==> src/rtl/trinet_pkg.sv <==
package trinet_pkg;

  localparam int NET_COUNT = 3;

  typedef enum logic [1:0] {
    NET_A    = 2'd0,
    NET_B    = 2'd1,
    NET_C    = 2'd2,
    NET_NONE = 2'd3
  } net_id_e;

endpackage

==> src/rtl/trinet_tx_fanout.sv <==
module trinet_tx_fanout
  import trinet_pkg::*;
#(
  parameter int DESC_W = 32
) (
  input  logic                              src_valid,
  input  logic [DESC_W-1:0]                 src_desc,
  output logic                              src_ready,
  input  logic [NET_COUNT-1:0]              lane_ready,
  output logic [NET_COUNT-1:0]              lane_valid,
  output logic [NET_COUNT-1:0][DESC_W-1:0]  lane_desc
);

  logic all_ready;
  logic fire;

  assign all_ready = &lane_ready;
  assign src_ready = all_ready;
  assign fire      = src_valid & all_ready;

  for (genvar g = 0; g < NET_COUNT; g++) begin : g_lane
    assign lane_valid[g] = fire;
    assign lane_desc[g]  = src_desc;
  end

endmodule

==> src/rtl/trinet_rx_arbiter.sv <==
module trinet_rx_arbiter
  import trinet_pkg::*;
#(
  parameter int VL_W  = 4,
  parameter int SEQ_W = 8
) (
  input  logic [NET_COUNT-1:0]             in_valid,
  input  logic [NET_COUNT-1:0][VL_W-1:0]   in_vl,
  input  logic [NET_COUNT-1:0][SEQ_W-1:0]  in_seq,
  output logic                             win_valid,
  output net_id_e                          win_net,
  output logic [VL_W-1:0]                  win_vl,
  output logic [SEQ_W-1:0]                 win_seq,
  output logic [1:0]                       lose_cnt
);

  // grant[g] is set for the first valid lane in priority order A, B, C
  logic [NET_COUNT-1:0] grant;
  logic [NET_COUNT:0]   taken;

  assign taken[0] = 1'b0;
  for (genvar g = 0; g < NET_COUNT; g++) begin : g_rank
    assign grant[g]   = in_valid[g] & ~taken[g];
    assign taken[g+1] = taken[g] | in_valid[g];
  end

  assign win_valid = taken[NET_COUNT];

  always_comb begin
    win_net = NET_NONE;
    win_vl  = '0;
    win_seq = '0;
    for (int p = 0; p < NET_COUNT; p++) begin
      if (grant[p]) begin
        win_net = net_id_e'(2'(p));
        win_vl  = in_vl[p];
        win_seq = in_seq[p];
      end
    end
  end

  assign lose_cnt = 2'($countones(in_valid)) - {1'b0, win_valid};

endmodule

==> src/rtl/trinet_seq_table.sv <==
module trinet_seq_table #(
  parameter int VL_W  = 4,
  parameter int SEQ_W = 8
) (
  input  logic             clk,
  input  logic             rst_n,
  input  logic             look_valid,
  input  logic [VL_W-1:0]  look_vl,
  input  logic [SEQ_W-1:0] look_seq,
  output logic             look_fresh
);

  localparam int NVL = 1 << VL_W;

  logic [NVL-1:0]            seen_q;
  logic [NVL-1:0][SEQ_W-1:0] last_q;

  // Newer-than test under modulo arithmetic: forward gap in the lower half
  function automatic logic seq_is_newer(input logic             has_hist,
                                        input logic [SEQ_W-1:0] prev,
                                        input logic [SEQ_W-1:0] cand);
    logic [SEQ_W-1:0] gap;
    gap = cand - prev;
    return !has_hist || ((gap != '0) && !gap[SEQ_W-1]);
  endfunction

  assign look_fresh = seq_is_newer(seen_q[look_vl], last_q[look_vl], look_seq);

  always_ff @(posedge clk or negedge rst_n) begin
    if (!rst_n) begin
      seen_q <= '0;
      last_q <= '0;
    end else if (look_valid && look_fresh) begin
      seen_q[look_vl] <= 1'b1;
      last_q[look_vl] <= look_seq;
    end
  end

endmodule

==> src/rtl/trinet_event_counter.sv <==
module trinet_event_counter #(
  parameter int CNT_W = 16
) (
  input  logic             clk,
  input  logic             rst_n,
  input  logic [1:0]       inc,
  output logic [CNT_W-1:0] count
);

  always_ff @(posedge clk or negedge rst_n) begin
    if (!rst_n) count <= '0;
    else        count <= count + CNT_W'(inc);
  end

endmodule

==> src/rtl/trinet_redundancy.sv <==
module trinet_redundancy
  import trinet_pkg::*;
#(
  parameter int DESC_W = 32,
  parameter int VL_W   = 4,
  parameter int SEQ_W  = 8,
  parameter int CNT_W  = 16
) (
  input  logic              clk,
  input  logic              rst_n,
  input  logic              tx_valid,
  input  logic [DESC_W-1:0] tx_desc,
  output logic              tx_ready,
  output logic              net_a_tx_valid,
  output logic [DESC_W-1:0] net_a_tx_desc,
  input  logic              net_a_tx_ready,
  output logic              net_b_tx_valid,
  output logic [DESC_W-1:0] net_b_tx_desc,
  input  logic              net_b_tx_ready,
  output logic              net_c_tx_valid,
  output logic [DESC_W-1:0] net_c_tx_desc,
  input  logic              net_c_tx_ready,
  input  logic              net_a_rx_valid,
  input  logic [VL_W-1:0]   net_a_rx_vl,
  input  logic [SEQ_W-1:0]  net_a_rx_seq,
  input  logic              net_b_rx_valid,
  input  logic [VL_W-1:0]   net_b_rx_vl,
  input  logic [SEQ_W-1:0]  net_b_rx_seq,
  input  logic              net_c_rx_valid,
  input  logic [VL_W-1:0]   net_c_rx_vl,
  input  logic [SEQ_W-1:0]  net_c_rx_seq,
  output logic              rx_valid,
  output logic [VL_W-1:0]   rx_vl,
  output logic [SEQ_W-1:0]  rx_seq,
  output logic [1:0]        rx_port,
  output logic [CNT_W-1:0]  accept_count,
  output logic [CNT_W-1:0]  discard_count
);

  // ---------------- send side ----------------
  logic [NET_COUNT-1:0]             lane_ready;
  logic [NET_COUNT-1:0]             lane_valid;
  logic [NET_COUNT-1:0][DESC_W-1:0] lane_desc;

  assign lane_ready = {net_c_tx_ready, net_b_tx_ready, net_a_tx_ready};

  trinet_tx_fanout #(.DESC_W(DESC_W)) u_fanout (
    .src_valid  (tx_valid),
    .src_desc   (tx_desc),
    .src_ready  (tx_ready),
    .lane_ready (lane_ready),
    .lane_valid (lane_valid),
    .lane_desc  (lane_desc)
  );

  assign net_a_tx_valid = lane_valid[0];
  assign net_b_tx_valid = lane_valid[1];
  assign net_c_tx_valid = lane_valid[2];
  assign net_a_tx_desc  = lane_desc[0];
  assign net_b_tx_desc  = lane_desc[1];
  assign net_c_tx_desc  = lane_desc[2];

  // ---------------- receive side ----------------
  logic [NET_COUNT-1:0]            in_valid;
  logic [NET_COUNT-1:0][VL_W-1:0]  in_vl;
  logic [NET_COUNT-1:0][SEQ_W-1:0] in_seq;

  assign in_valid = {net_c_rx_valid, net_b_rx_valid, net_a_rx_valid};
  assign in_vl    = {net_c_rx_vl, net_b_rx_vl, net_a_rx_vl};
  assign in_seq   = {net_c_rx_seq, net_b_rx_seq, net_a_rx_seq};

  logic             win_valid;
  net_id_e          win_net;
  logic [VL_W-1:0]  win_vl;
  logic [SEQ_W-1:0] win_seq;
  logic [1:0]       lose_cnt;
  logic             win_fresh;

  trinet_rx_arbiter #(.VL_W(VL_W), .SEQ_W(SEQ_W)) u_arb (
    .in_valid  (in_valid),
    .in_vl     (in_vl),
    .in_seq    (in_seq),
    .win_valid (win_valid),
    .win_net   (win_net),
    .win_vl    (win_vl),
    .win_seq   (win_seq),
    .lose_cnt  (lose_cnt)
  );

  trinet_seq_table #(.VL_W(VL_W), .SEQ_W(SEQ_W)) u_table (
    .clk        (clk),
    .rst_n      (rst_n),
    .look_valid (win_valid),
    .look_vl    (win_vl),
    .look_seq   (win_seq),
    .look_fresh (win_fresh)
  );

  // Named events for the checker
  logic       accept_evt;
  logic       stale_evt;
  logic [1:0] drop_inc;

  assign accept_evt = win_valid & win_fresh;
  assign stale_evt  = win_valid & ~win_fresh;
  assign drop_inc   = lose_cnt + {1'b0, stale_evt};

  always_ff @(posedge clk or negedge rst_n) begin
    if (!rst_n) begin
      rx_valid <= 1'b0;
      rx_vl    <= '0;
      rx_seq   <= '0;
      rx_port  <= NET_NONE;
    end else begin
      rx_valid <= accept_evt;
      if (accept_evt) begin
        rx_vl   <= win_vl;
        rx_seq  <= win_seq;
        rx_port <= win_net;
      end
    end
  end

  trinet_event_counter #(.CNT_W(CNT_W)) u_acc_cnt (
    .clk   (clk),
    .rst_n (rst_n),
    .inc   ({1'b0, accept_evt}),
    .count (accept_count)
  );

  trinet_event_counter #(.CNT_W(CNT_W)) u_drop_cnt (
    .clk   (clk),
    .rst_n (rst_n),
    .inc   (drop_inc),
    .count (discard_count)
  );

endmodule

==> config.mk <==
export PLATFORM = sky130hd
export DESIGN_NAME = trinet_redundancy
export DESIGN_NICKNAME = d
export VERILOG_FILES = /design/src/rtl/trinet_pkg.sv /design/src/rtl/trinet_tx_fanout.sv /design/src/rtl/trinet_rx_arbiter.sv /design/src/rtl/trinet_seq_table.sv /design/src/rtl/trinet_event_counter.sv /design/src/rtl/trinet_redundancy.sv
export SDC_FILE = /design/constraint.sdc
export NUM_CORES = 1
export LEC_CHECK = 0
export CORE_MARGIN = 5
export CORE_UTILIZATION = 45
export DETAILED_ROUTE_END_ITERATION = 10
export HOLD_SLACK_MARGIN = 0.15
export PLACE_DENSITY = 0.75
export SYNTH_ARGS = -nofsm -noshare
export SYNTH_HDL_FRONTEND = slang
export SYNTH_SLANG_ARGS = --single-unit
==> constraint.sdc <==
create_clock -name clk -period 5.3 [get_ports clk]
set_input_delay 0.53 -clock clk [delete_from_list [all_inputs] [get_ports clk]]
set_output_delay 0.53 -clock clk [all_outputs]
set_load 0.1 [all_outputs]
==> impl_metrics.tcl <==
set metrics [dict create \
    rsz0062_at_grt "yes" \
    drc 0 \
    critPathLaunchType "primary input" \
    period_needed_ns 5.57 \
    yosysMostFrequentCell "dfrtp_1" \
    wire_per_inst_um 21.3 \
    gp_congestion 0.865 \
    yosysSeqAreaShare_pct 47.8 \
    syn_inst 782 \
    place_inst 1122 \
    fmax_mhz 180 \
    postRouteAntennaNets 0 \
    path_max_fanout 5 \
    avgSynthCellArea_um2 12.8 \
    cts_sinks 191 \
    r2r_start "u_table.last_q[56]" \
    die_w_um 159 \
    cpMaxStageDelayCell "fa_1" \
    grt_pass1_wl_um 39400 \
    synth_nets 875 \
    syn_to_final_growth_pct 23.6 \
    synth_edf_count 0 \
    routed_wl_um 25100 \
    cts_hold_buf 0 \
    skew_ns 0.0122 \
    arrival_ns 5.90 \
    fin_crit_sh_pct 105 \
    synth-async-reset-ratio_pct 100 \
    p_per_area_nw_per_um2 579 \
    mappedNetlistArea_um2 10000 \
    grt_util_all_layers_pct 19.7 \
    path_class "in2reg" \
    firstDrtPassIters 4 \
    ir_drop_v 0.000417 \
    via_per_inst 5.51 \
    worstPathRequired_ns 5.63 \
    tightest_slew_ns 1.04 \
    grt_antenna_before_repair 0 \
    setup_slack_ns -0.268 \
    synth_ff_type "dfrtp_1" \
    die_h_um 159 \
    dieArea_um2 25300 \
    io_buffers 95 \
    io_pins 224 \
    outcome "complete, but fails checks" \
    synthTopCellsByCount "189 x dfrtp_1, 142 x mux2_2, 104 x buf_4" \
    cts_buffers 17 \
    core_um2 21900 \
    finalHoldViolCount 0 \
    num_rows 54 \
    dr_total_vias 6474 \
    finalSetupViolCount 12 \
    synth_top_area_cell "dfrtp_1" \
    h-tree-depth 4 \
    clk_latency_ns 0.44 \
    rrSetupSlack_ns 0.18 \
    grt_max_degree 89 \
    clockBufferDepth 2 \
    cts_tree "built" \
    drt_iter0_markers 376 \
    critPathMaxStageDelay_ns 0.50 \
    clkTransAtPathRegs_ns 0.07 \
    initial_utilization_pct 45.7 \
    holdCritPathClass "in2async" \
    finalMaxSlewViolations 0 \
    post-dp-hpwl_um 17300 \
    synthTopCellsByArea "dfrtp_1 47%, mux2_2 16%, buf_4 7.8%" \
    clockRootBuffer "clkbuf_16" \
    yosysUniqueCellTypes 55 \
    final_cells 1176 \
    grt_pass1_vias 6858 \
    final_net_count 976 \
    grt-ovfl-total 0 \
    rr_worst_depth 25 \
    utilization_pct 56.5 \
    num_antenna_cells 0 \
    rr_endpoint "u_drop_cnt.count[13]" \
    drive_gt1_share_pct 45.1 \
    synth_seq_cells 191 \
    slew_headroom_pct 30.2 \
    synth_top_area_share_pct 47.2 \
    violations "negative setup slack" \
    fillerInstances 1759 \
    leakagePower_uw 0.00544 \
    cap_violations 0 \
    critPathCaptureType "flop" \
    yosys_warnings 0 \
]
## through the flow
stage / cell area (um^2) / setup slack, ns / total power, uW / TNS (ns) / hold WS [ns]
2_1_floorplan: 10200 / -0.631 / 5070 / -5.91 / 0.234
3_3_place_gp: 11300 / -1.36 / 5540 / -41.04 / 0.441
5_1_grt: 12400 / -0.481 / 7520 / -4.91 / 0.182
6_report: 12400 / -0.268 / 7160 / -2.56 / 0.119
4_1_cts: 12200 / -0.274 / 7050 / -2.46 / 0.161
3_5_place_dp: 11300 / -1.45 / 5630 / -54.34 / 0.445
## worst max path at each step
| stage | start | to | depth (start not counted) | slack, ns |
|---|---|---|---|---|
| 3_3_place_gp | net_b_rx_valid | u_drop_cnt.count[10] | 27 | -1.36 |
| 5_1_grt | net_b_rx_valid | u_drop_cnt.count[11] | 29 | -0.48 |
| 3_5_place_dp | net_b_rx_valid | u_drop_cnt.count[10] | 27 | -1.45 |
| 6_report | net_b_rx_valid | u_drop_cnt.count[13] | 29 | -0.27 |
| 4_1_cts | net_c_rx_valid | u_drop_cnt.count[12] | 28 | -0.27 |
| 2_1_floorplan | net_b_rx_valid | u_drop_cnt.count[10] | 27 | -0.63 |
## worst max-delay path: cells and delay by family
| kind | cells | cell delay [ns] |
|---|---|---|
| AOI/OAI and AO/OA | 7 | 1.20 |
| xor gates and xnor gates | 4 | 0.54 |
| adders and majority gates | 5 | 1.56 |
| buffers and inverters | 3 | 0.31 |
| muxes | 2 | 0.71 |
| and+or+nand+nor | 8 | 1.02 |
## power breakdown
group | internal, uW | switching [uW] | total, uW
logic | 1540 | 1880 | 3420
clock network | 678 | 607 | 1280
registers | 2090 | 362 | 2450
## cell families after synthesis
kind of cell / Yosys count / share of synthesized area, %
adders and majority gates: 16 / 2.22
DFF: 191 / 47.8
muxes: 190 / 25.1
and+or+nand+nor: 157 / 8.89
xor gates and xnor gates: 34 / 2.97
buffers and inverters: 136 / 9.24
AOI/OAI and AO/OA: 58 / 3.80
## per-layer routing
layer | global-route usage, % | up-vias | share of wire (%)
li1 | - | 2884 | -
met1 | 24.9 | 3352 | 41
met2 | 33.1 | 138 | 50
met3 | 2.90 | 100 | 4.3
met4 | 9.69 | 0 | 4.4
met5 | 0 | - | 0
## state kept, by name, indices dropped and copies added (netlist names)
signal,flops
u_table.seen_q,16
rx_port,2
u_table.last_q,128
u_drop_cnt.count,16
u_acc_cnt.count,16
rx_valid,1
rx_seq,8
rx_vl,4
## cell usage in the layout, fill, tap and decap left out, types with 4 or more instances in the layout
| cell | count |
|---|---|
| buf_6 | 10 |
| nand2_1 | 40 |
| mux4_2 | 28 |
| nand4_1 | 6 |
| a21oi_2 | 7 |
| ha_1 | 8 |
| inv_6 | 5 |
| and3_1 | 9 |
| nor2_1 | 22 |
| mux2_2 | 138 |
| inv_1 | 9 |
| nand3_2 | 5 |
| clkdlybuf4s50_1 | 85 |
| a21oi_1 | 15 |
| a22oi_1 | 4 |
| mux2_4 | 8 |
| xor2_1 | 11 |
| xnor2_1 | 20 |
| nand2b_1 | 15 |
| buf_12 | 13 |
| buf_4 | 88 |
| dfrtp_1 | 189 |
| mux4_1 | 4 |
| nand2_2 | 12 |
| clkbuf_16 | 17 |
| or2_2 | 6 |
| mux2i_1 | 9 |
| nand3_1 | 11 |
| o21ai_1 | 11 |
## final cells by class
type / count / area, um^2 / share of cell area, %
clock buffer: 18 / 439 / 3.55
clock inverter: 14 / 148 / 1.19
inverter: 10 / 37.5 / 0.303
multi-input combinational: 455 / 4610 / 37.3
sequential: 191 / 4780 / 38.6
tap: 280 / 350 / 2.83
timing repair buffer: 208 / 2000 / 16.2
## what timing repair did
action                     CTS  global route
setup endpoints to repair   15            15
buffers inserted            17             5
pin swaps                   27            17
cloned                       2             0
gates resized for setup     57            33
No activity file was read; power rests on OpenSTA's default activity.
